**src/rtl/uart_fc_pkg.sv**
```systemverilog
// Package: shared constants and the resolved flow-control mode type.
// Assumes an 8-bit feature/enable byte layout fixed by the register decoder.
package uart_fc_pkg;
    localparam int FEAT_EN_BIT   = 4;
    localparam int FEAT_RTS_BIT  = 6;
    localparam int FEAT_CTS_BIT  = 7;
    localparam int IER_XOFF_BIT  = 5;
    localparam int IER_RTS_BIT   = 6;
    localparam int IER_CTS_BIT   = 7;
    localparam logic [3:0] SEL_PAIR1 = 4'hA;
    localparam logic [3:0] SEL_PAIR2 = 4'h5;
    localparam int IRQ_XOFF = 0;
    localparam int IRQ_RTS  = 1;
    localparam int IRQ_CTS  = 2;
    localparam int IRQ_N    = 3;

    typedef enum logic [1:0] {
        FC_OFF = 2'd0,
        FC_HW  = 2'd1,
        FC_SW  = 2'd2
    } fc_mode_e;
endpackage

```
**src/rtl/fc_mode_decode.sv**
```systemverilog
// Mode decoder: resolves the feature byte into one mode and picks the
// active pause/resume character pair. Software selection overrides the
// hardware bits. Purely combinational.
module fc_mode_decode
    import uart_fc_pkg::*;
#(
    parameter int DATA_W = 8
) (
    input  logic [7:0]        feature,
    input  logic [DATA_W-1:0] xon1,
    input  logic [DATA_W-1:0] xoff1,
    input  logic [DATA_W-1:0] xon2,
    input  logic [DATA_W-1:0] xoff2,
    output fc_mode_e          mode,
    output logic              auto_cts,
    output logic              auto_rts,
    output logic [DATA_W-1:0] xon_sel,
    output logic [DATA_W-1:0] xoff_sel
);
    logic sw_sel;

    // Decode mode, automatic handshake enables and character pair.
    always_comb begin
        sw_sel   = feature[FEAT_EN_BIT] &&
                   (feature[3:0] == SEL_PAIR1 || feature[3:0] == SEL_PAIR2);
        auto_cts = feature[FEAT_EN_BIT] && !sw_sel && feature[FEAT_CTS_BIT];
        auto_rts = feature[FEAT_EN_BIT] && !sw_sel && feature[FEAT_RTS_BIT];
        xon_sel  = (feature[3:0] == SEL_PAIR1) ? xon1  : xon2;
        xoff_sel = (feature[3:0] == SEL_PAIR1) ? xoff1 : xoff2;
        if (sw_sel)                    mode = FC_SW;
        else if (auto_cts || auto_rts) mode = FC_HW;
        else                           mode = FC_OFF;
    end
endmodule

```
**src/rtl/fc_tx_gate.sv**
```systemverilog
// Transmit gate: offers FIFO bytes to the serializer when CTS and the
// software pause allow it, and splits escaped bytes into two characters.
// Assumes tx_in_data is stable while tx_in_valid is high.
module fc_tx_gate #(
    parameter int DATA_W = 8
) (
    input  logic              clk,
    input  logic              rst_n,
    input  logic              in_valid,
    input  logic [DATA_W-1:0] in_data,
    output logic              in_ready,
    output logic              out_valid,
    output logic [DATA_W-1:0] out_data,
    input  logic              out_ready,
    input  logic              esc_active,
    input  logic [DATA_W-1:0] esc_char,
    input  logic [DATA_W-1:0] xon_char,
    input  logic [DATA_W-1:0] xoff_char,
    input  logic              auto_cts,
    input  logic              cts_n,
    input  logic              paused
);
    localparam logic [DATA_W-1:0] FLIP = DATA_W'(6'h20);

    logic esc_sent;
    logic need_esc;
    logic allowed;

    // Decide gating, output character and FIFO pop.
    always_comb begin
        need_esc  = esc_active &&
                    (in_data == xon_char || in_data == xoff_char || in_data == esc_char);
        allowed   = !paused && !(auto_cts && cts_n);
        out_valid = in_valid && allowed;
        if (esc_sent)      out_data = in_data ^ FLIP;
        else if (need_esc) out_data = esc_char;
        else               out_data = in_data;
        in_ready  = out_ready && allowed && (esc_sent || !need_esc);
    end

    // Remember that the escape byte of a pair has gone out.
    always_ff @(posedge clk) begin
        if (!rst_n)                      esc_sent <= 1'b0;
        else if (out_valid && out_ready) esc_sent <= !esc_sent && need_esc;
    end
endmodule

```
**src/rtl/fc_rx_filter.sv**
```systemverilog
// Receive filter: forwards received bytes one cycle later; in software
// mode it strips pause/resume characters, tracks the pause state and
// undoes escaping. Assumes at most one received byte per cycle.
module fc_rx_filter #(
    parameter int DATA_W = 8
) (
    input  logic              clk,
    input  logic              rst_n,
    input  logic              in_valid,
    input  logic [DATA_W-1:0] in_data,
    input  logic              sw_active,
    input  logic              esc_active,
    input  logic [DATA_W-1:0] esc_char,
    input  logic [DATA_W-1:0] xon_char,
    input  logic [DATA_W-1:0] xoff_char,
    output logic              out_valid,
    output logic [DATA_W-1:0] out_data,
    output logic              paused,
    output logic              xoff_hit
);
    localparam logic [DATA_W-1:0] FLIP = DATA_W'(6'h20);

    logic esc_pend;

    // Flag an unescaped pause character arriving this cycle.
    always_comb begin
        xoff_hit = in_valid && sw_active && !esc_pend &&
                   !(esc_active && in_data == esc_char) && in_data == xoff_char;
    end

    // Classify each received byte and update forward/pause/escape state.
    always_ff @(posedge clk) begin
        if (!rst_n) begin
            out_valid <= 1'b0;
            out_data  <= '0;
            esc_pend  <= 1'b0;
            paused    <= 1'b0;
        end else begin
            out_valid <= 1'b0;
            if (!sw_active) begin
                paused   <= 1'b0;
                esc_pend <= 1'b0;
                if (in_valid) begin
                    out_valid <= 1'b1;
                    out_data  <= in_data;
                end
            end else if (in_valid) begin
                if (esc_pend) begin
                    out_valid <= 1'b1;
                    out_data  <= in_data ^ FLIP;
                    esc_pend  <= 1'b0;
                end else if (esc_active && in_data == esc_char) begin
                    esc_pend <= 1'b1;
                end else if (in_data == xoff_char) begin
                    paused <= 1'b1;
                end else if (in_data == xon_char) begin
                    paused <= 1'b0;
                end else begin
                    out_valid <= 1'b1;
                    out_data  <= in_data;
                end
            end
        end
    end
endmodule

```
**src/rtl/fc_irq_status.sv**
```systemverilog
// Interrupt status: sticky pause-received and modem-change flags,
// masked by mode and enables; set has priority over clear.
// Assumes cts_n is already synchronized to clk.
module fc_irq_status
    import uart_fc_pkg::*;
(
    input  logic             clk,
    input  logic             rst_n,
    input  fc_mode_e         mode,
    input  logic             en_xoff,
    input  logic             en_rts,
    input  logic             en_cts,
    input  logic             xoff_hit,
    input  logic             cts_n,
    input  logic             rts_n,
    input  logic [IRQ_N-1:0] clr,
    output logic [IRQ_N-1:0] flags,
    output logic             irq
);
    logic             cts_prev;
    logic             rts_prev;
    logic [IRQ_N-1:0] set_vec;

    // Build this cycle's set requests.
    always_comb begin
        set_vec           = '0;
        set_vec[IRQ_XOFF] = xoff_hit && en_xoff && (mode == FC_SW);
        set_vec[IRQ_RTS]  = (mode == FC_HW) && en_rts && (rts_n != rts_prev);
        set_vec[IRQ_CTS]  = (mode == FC_HW) && en_cts && (cts_n != cts_prev);
        irq               = |flags;
    end

    // Track line history and update sticky flags.
    always_ff @(posedge clk) begin
        if (!rst_n) begin
            cts_prev <= 1'b1;
            rts_prev <= 1'b1;
            flags    <= '0;
        end else begin
            cts_prev <= cts_n;
            rts_prev <= rts_n;
            flags    <= (flags & ~clr) | set_vec;
        end
    end
endmodule

```
**src/rtl/uart_flow_ctrl.sv**
```systemverilog
// Top: UART flow controller. Joins the mode decoder, transmit gate,
// receive filter and interrupt status, and drives rts_n from the receive
// FIFO level. Configuration inputs are assumed quasi-static.
module uart_flow_ctrl
    import uart_fc_pkg::*;
#(
    parameter int DATA_W       = 8,
    parameter int LEVEL_W      = 5,
    parameter int RX_HIGH_MARK = 12
) (
    input  logic               clk,
    input  logic               rst_n,
    input  logic [7:0]         cfg_feature,
    input  logic [7:0]         cfg_ier,
    input  logic [DATA_W-1:0]  cfg_xon1,
    input  logic [DATA_W-1:0]  cfg_xoff1,
    input  logic [DATA_W-1:0]  cfg_xon2,
    input  logic [DATA_W-1:0]  cfg_xoff2,
    input  logic [DATA_W-1:0]  cfg_esc_char,
    input  logic               cfg_esc_en,
    input  logic               tx_in_valid,
    input  logic [DATA_W-1:0]  tx_in_data,
    output logic               tx_in_ready,
    output logic               tx_out_valid,
    output logic [DATA_W-1:0]  tx_out_data,
    input  logic               tx_out_ready,
    input  logic               rx_in_valid,
    input  logic [DATA_W-1:0]  rx_in_data,
    output logic               rx_out_valid,
    output logic [DATA_W-1:0]  rx_out_data,
    input  logic [LEVEL_W-1:0] rx_level,
    input  logic               cts_n,
    output logic               rts_n,
    input  logic [2:0]         irq_clr,
    output logic [2:0]         irq_flags,
    output logic               irq
);
    localparam logic [LEVEL_W-1:0] HIGH_MARK = LEVEL_W'(RX_HIGH_MARK);

    fc_mode_e          mode;
    logic              auto_cts;
    logic              auto_rts;
    logic [DATA_W-1:0] xon_c;
    logic [DATA_W-1:0] xoff_c;
    logic              sw_mode;
    logic              esc_active;
    logic              tx_paused;
    logic              xoff_hit;
    logic              cfg_unused;

    // Derive software-mode and escaping qualifiers.
    always_comb begin
        sw_mode    = (mode == FC_SW);
        esc_active = sw_mode && cfg_esc_en;
        cfg_unused = ^{cfg_feature[5], cfg_ier[4:0]};
    end

    // Request-to-send follows the receive FIFO level when automatic.
    always_ff @(posedge clk) begin
        if (!rst_n) rts_n <= 1'b1;
        else        rts_n <= auto_rts ? (rx_level >= HIGH_MARK) : 1'b0;
    end

    fc_mode_decode #(.DATA_W(DATA_W)) u_dec (
        .feature  (cfg_feature),
        .xon1     (cfg_xon1),
        .xoff1    (cfg_xoff1),
        .xon2     (cfg_xon2),
        .xoff2    (cfg_xoff2),
        .mode     (mode),
        .auto_cts (auto_cts),
        .auto_rts (auto_rts),
        .xon_sel  (xon_c),
        .xoff_sel (xoff_c)
    );

    fc_tx_gate #(.DATA_W(DATA_W)) u_tx (
        .clk        (clk),
        .rst_n      (rst_n),
        .in_valid   (tx_in_valid),
        .in_data    (tx_in_data),
        .in_ready   (tx_in_ready),
        .out_valid  (tx_out_valid),
        .out_data   (tx_out_data),
        .out_ready  (tx_out_ready),
        .esc_active (esc_active),
        .esc_char   (cfg_esc_char),
        .xon_char   (xon_c),
        .xoff_char  (xoff_c),
        .auto_cts   (auto_cts),
        .cts_n      (cts_n),
        .paused     (tx_paused)
    );

    fc_rx_filter #(.DATA_W(DATA_W)) u_rx (
        .clk        (clk),
        .rst_n      (rst_n),
        .in_valid   (rx_in_valid),
        .in_data    (rx_in_data),
        .sw_active  (sw_mode),
        .esc_active (esc_active),
        .esc_char   (cfg_esc_char),
        .xon_char   (xon_c),
        .xoff_char  (xoff_c),
        .out_valid  (rx_out_valid),
        .out_data   (rx_out_data),
        .paused     (tx_paused),
        .xoff_hit   (xoff_hit)
    );

    fc_irq_status u_irq (
        .clk      (clk),
        .rst_n    (rst_n),
        .mode     (mode),
        .en_xoff  (cfg_ier[IER_XOFF_BIT]),
        .en_rts   (cfg_ier[IER_RTS_BIT]),
        .en_cts   (cfg_ier[IER_CTS_BIT]),
        .xoff_hit (xoff_hit),
        .cts_n    (cts_n),
        .rts_n    (rts_n),
        .clr      (irq_clr),
        .flags    (irq_flags),
        .irq      (irq)
    );
endmodule

```
**config.mk**
```make
export PLATFORM = sky130hd
export DESIGN_NAME = uart_flow_ctrl
export DESIGN_NICKNAME = d
export VERILOG_FILES = /design/src/rtl/uart_fc_pkg.sv /design/src/rtl/fc_mode_decode.sv /design/src/rtl/fc_tx_gate.sv /design/src/rtl/fc_rx_filter.sv /design/src/rtl/fc_irq_status.sv /design/src/rtl/uart_flow_ctrl.sv
export SDC_FILE = /design/constraint.sdc
export NUM_CORES = 1
export LEC_CHECK = 0
export BUFFER_PORTS_ARGS = -buffer_cell sky130_fd_sc_hd__buf_2
export CAP_MARGIN = 20
export CORE_MARGIN = 2
export CORE_UTILIZATION = 30
export CTS_BUF_LIST = sky130_fd_sc_hd__clkbuf_2 sky130_fd_sc_hd__clkbuf_4 sky130_fd_sc_hd__clkbuf_8
export CTS_CLUSTER_DIAMETER = 150
export CTS_CLUSTER_SIZE = 25
export DETAILED_ROUTE_END_ITERATION = 10
export GPL_TIMING_DRIVEN = 0
export PLACE_DENSITY = 0.64
export SETUP_SLACK_MARGIN = 0.2
export SLEW_MARGIN = 5
export SYNTH_ARGS = -nofsm -noshare
export SYNTH_HDL_FRONTEND = slang
export SYNTH_HIERARCHICAL = 1
export SYNTH_SLANG_ARGS = --single-unit
export TNS_END_PERCENT = 20
```
**constraint.sdc**
```tcl
create_clock -name clk -period 5.6 [get_ports clk]
set_input_delay 0.56 -clock clk [delete_from_list [all_inputs] [get_ports clk]]
set_output_delay 0.56 -clock clk [all_outputs]
set_load 0.02 [all_outputs]
```
==> impl_results.rst <==
.. list-table::
   :header-rows: 1

   * - Metric
     - Value
   * - Result of the run
     - complete, no violations
   * - Int Power
     - 0.000270 W
   * - Area share of the largest cell type after synthesis
     - 19.4%
   * - Start point of the worst hold path
     - u_rx/out_data[6]$_SDFFE_PN0P_
   * - M3 GR Usage
     - 1.20%
   * - Maximum clock frequency
     - 0.277 GHz
   * - Global-route wire length before repair
     - 7.58 mm
   * - Most Crowded Layer GR
     - met2
   * - Post-synthesis sequential element count
     - 18
   * - Detailed-route via count
     - 1740
   * - Total setup violations reported at the end of the flow
     - 0
   * - Critical Path RT
     - 5040 ps
   * - Top post-synthesis cells by area
     - dfxtp_1, xor2_1, mux2_4
   * - Syn Nets
     - 287
   * - Critical Path Sink Type
     - output pin
   * - Portion of the clock cycle consumed by the worst path in the final layout
     - 64.5%
   * - Number of nets at the end of the flow
     - 392
   * - Most common flop cell mapped by yosys
     - dfxtp_1
   * - Global router's overall resource usage
     - 14.3%
   * - Crit path DAT
     - 3050 ps
   * - Clock latency of the later-clocked register in the worst-skew pair
     - 250 ps
   * - Avg WL per Cell
     - 13.2 um
   * - Nature of the critical path startpoint
     - primary input
   * - Gpl congestion
     - 0.816
   * - Static leakage
     - 1.15 nW
   * - Fill cell total of the finished layout
     - 648
   * - Post-route core utilization
     - 42.0%
   * - Share of layout cells above drive strength 1
     - 46.4%
   * - Reg2reg end
     - u_rx/out_data[4]$_SDFFE_PN0P_
   * - Post-CTS repair timing setup buffer count
     - 0
   * - Combinational share of power
     - 37.5%
   * - HPWL reported at the end of detailed placement
     - 4.35 mm
   * - Minimum clock period after layout
     - 3610 ps
   * - Pin count of the biggest net entering global routing
     - 11
   * - Count of mapped cells out of synthesis
     - 200
   * - Placed Instances
     - 375
   * - GRT met2 Usage
     - 27.3%
   * - Number of clock sinks seen by CTS
     - 18
   * - Count of final hold-check violations
     - 0
   * - Flop pwr share
     - 35.3%
   * - Worst slew slack as a fraction of its limit
     - 66.4%
   * - Portion of the post-synthesis area used by sequential elements
     - 19.4%
   * - Num CTS Buffers
     - 3
   * - Port Buffer Count
     - 100
   * - Average size of a mapped cell
     - 9.27 um2
   * - Vias in the first global route
     - 1704
   * - N_diodes
     - 0
   * - Part of the total power dissipated in the clock network
     - 27.3%
   * - Hold-critical path depth
     - 2
   * - Number of synthesized flops with an enable pin
     - 0
   * - TritonCTS clock tree
     - done
   * - RSZ-0062 raised after global routing
     - no
   * - Die height
     - 82.6 um
   * - Critical R2R Launch
     - u_rx/esc_pend$_SDFFE_PN0P_
   * - Antenna violations before repair
     - 0
   * - Die span in x
     - 82.6 um
   * - Cell Pwr Density
     - 155 nW/um2
   * - Final routed DRC violation total
     - 0
   * - Router iterations before antenna repair
     - 4
   * - Clk buf depth
     - 2
   * - Final Non-Filler Cells
     - 379
   * - Initial Util
     - 31.1%
   * - Worst hold path endpoint
     - u_rx/out_data[6]$_SDFFE_PN0P_
   * - Sw Pwr
     - 0.000117 W
   * - Post-Syn Area
     - 1850 um2
   * - Max capacitance violation total
     - 0
   * - Total Wirelength
     - 5.02 mm
   * - Hold bufs inserted after CTS
     - 0
   * - Setup total negative slack
     - 0 ps
   * - Vias per cell
     - 4.59
   * - Met1 Usage GRT
     - 17.2%
   * - Count of cell types in the netlist
     - 41
   * - Pins Over Slew Limit
     - 0
   * - Total number of yosys warnings
     - 6
   * - Setup slack of the most critical reg-to-reg path
     - 4420 ps
   * - Path depth of the worst reg2reg path
     - 5
   * - Floorplan die area
     - 6830 um2
   * - DRC violation total after the first TritonRoute iteration
     - 63
   * - Ports placed on the boundary
     - 111
   * - Proportion of synthesized flip-flops having asynchronous set or reset
     - 0%
   * - Switching share of total power
     - 30.3%
   * - IR Drop Worst-Case VDD
     - 0.0656 mV
   * - Critical path class
     - primary input to output pin
   * - Core Footprint
     - 5960 um2
   * - DRT antenna net count
     - 0
   * - Count of instances resized after the clock tree is built
     - 0
   * - Clock Skew
     - 0.645 ps
   * - Total congestion overflow after global routing
     - 0
   * - Clock edge transition at the registers on the reported setup and hold paths
     - 70 ps
   * - Number of H-tree branching levels
     - 1
   * - Worst-Margin Slew
     - 499 ps
   * - Maximum net fanout on the critical path
     - 10
   * - Clock root cell
     - clkbuf_8
   * - Layout area overhead
     - 35.0%
   * - Hold Crit Class
     - flop to flop
   * - Largest area contributor in the synthesized netlist
     - dfxtp_1
   * - Total number of placement rows
     - 28
==> routing by layer <==
metal | share of wire, % | vias to the layer above
li1 | - | 901
met1 | 42 | 790
met2 | 53 | 47
met3 | 4.4 | 2
met4 | 0.68 | 0
met5 | 0 | -
==> per-stage QoR <==
stage | setup slack, ps | hold slack, ps | cell area (um2) | total power, W
4_1_cts | 1970 | 459 | 2500 | 0.000392
6_report | 1990 | 459 | 2500 | 0.000387
2_1_floorplan | 2060 | 455 | 1850 | 0.000227
3_5_place_dp | 1970 | 449 | 2450 | 0.000285
5_1_grt | 1890 | 484 | 2500 | 0.000411
3_3_place_gp | 1990 | 444 | 2450 | 0.000282
==> cells in the mapped netlist (4+ instances only) <==
cell and number:
dfxtp_1 18, inv_1 4, mux2_2 7, mux2_4 16
mux2i_1 9, nand2_1 25, nand2b_1 5, nand4_1 6
nor2_1 7, nor2b_1 4, nor4_1 6, xnor2_1 22
xor2_1 28
==> registers in the layout, summed over array words and instances, names as in the netlist <==
name,count
u_rx/esc_pend,1
u_rx/paused,1
u_irq/rts_prev,1
u_tx/esc_sent,1
rts_n,1
u_rx/out_data,8
u_irq/cts_prev,1
u_irq/flags,3
u_rx/out_valid,1
==> cells by family (layout without fill, tap and decap cells) <==
family	after synthesis	in the layout	share of synthesized area, %
and+or+nand+nor	72	72	21.7
xor gates and xnor gates	51	51	24.5
muxes	32	32	22.1
DFF	18	18	19.4
AOI/OAI and AO/OA	15	15	6.68
buffers and inverters	12	116	5.60
==> placed cells by master (no fill, tap or decap), drive strengths merged, types with 5 or more instances in the layout <==
master and n:
buf 106, xor2 28, nand2 25, xnor2 23
mux2 23, dfxtp 18, mux2i 9, nor2 7
nand4 6, nor4 6, clkbuf 6, nand2b 5
nor2b 5
==> worst max path at each step <==
stage                              start             end  slack (ps)  depth (start not counted)
final                     cfg_feature[2]  tx_out_data[3]        1990                         10
after floorplan           cfg_feature[2]  tx_out_data[5]        2060                          8
after global routing      cfg_feature[2]  tx_out_data[2]        1890                         10
after detailed placement  cfg_feature[2]  tx_out_data[3]        1970                         10
after global placement    cfg_feature[2]  tx_out_data[0]        1990                         10
after CTS                 cfg_feature[2]  tx_out_data[3]        1970                         10
==> cell type report <==
| class | instances | area, um2 | area share [%] |
|---|---|---|---|
| Multi-Input combinational cell | 170 | 1390 | 55.5 |
| Timing Repair Buffer | 100 | 500 | 20.0 |
| Sequential cell | 18 | 360 | 14.4 |
| Tap cell | 75 | 93.8 | 3.75 |
| Buffer | 8 | 88.8 | 3.55 |
| Clock buffer | 4 | 55.1 | 2.20 |
| Inverter | 4 | 15.0 | 0.600 |
==> power groups by stage <==
stage / registers (W) / logic (W) / clock network (W)
final: 0.000137 / 0.000145 / 0.000106
after detailed placement: 0.000140 / 0.000146 / 0
after global routing: 0.000137 / 0.000158 / 0.000116
after global placement: 0.000139 / 0.000143 / 0
after CTS: 0.000137 / 0.000146 / 0.000110
after floorplan: 0.000146 / 0.0000816 / 0
==> critical path, stage by stage <==
cell and delay, ps:
buf_2 100, and4bb_4 360, buf_12 150, mux2_4 320, xor2_1 170, nor4_1 310, nand2_1 170, a31oi_4 370
mux2_2 380, buf_2 160
Note: power is estimated with default switching activity, not from simulation.
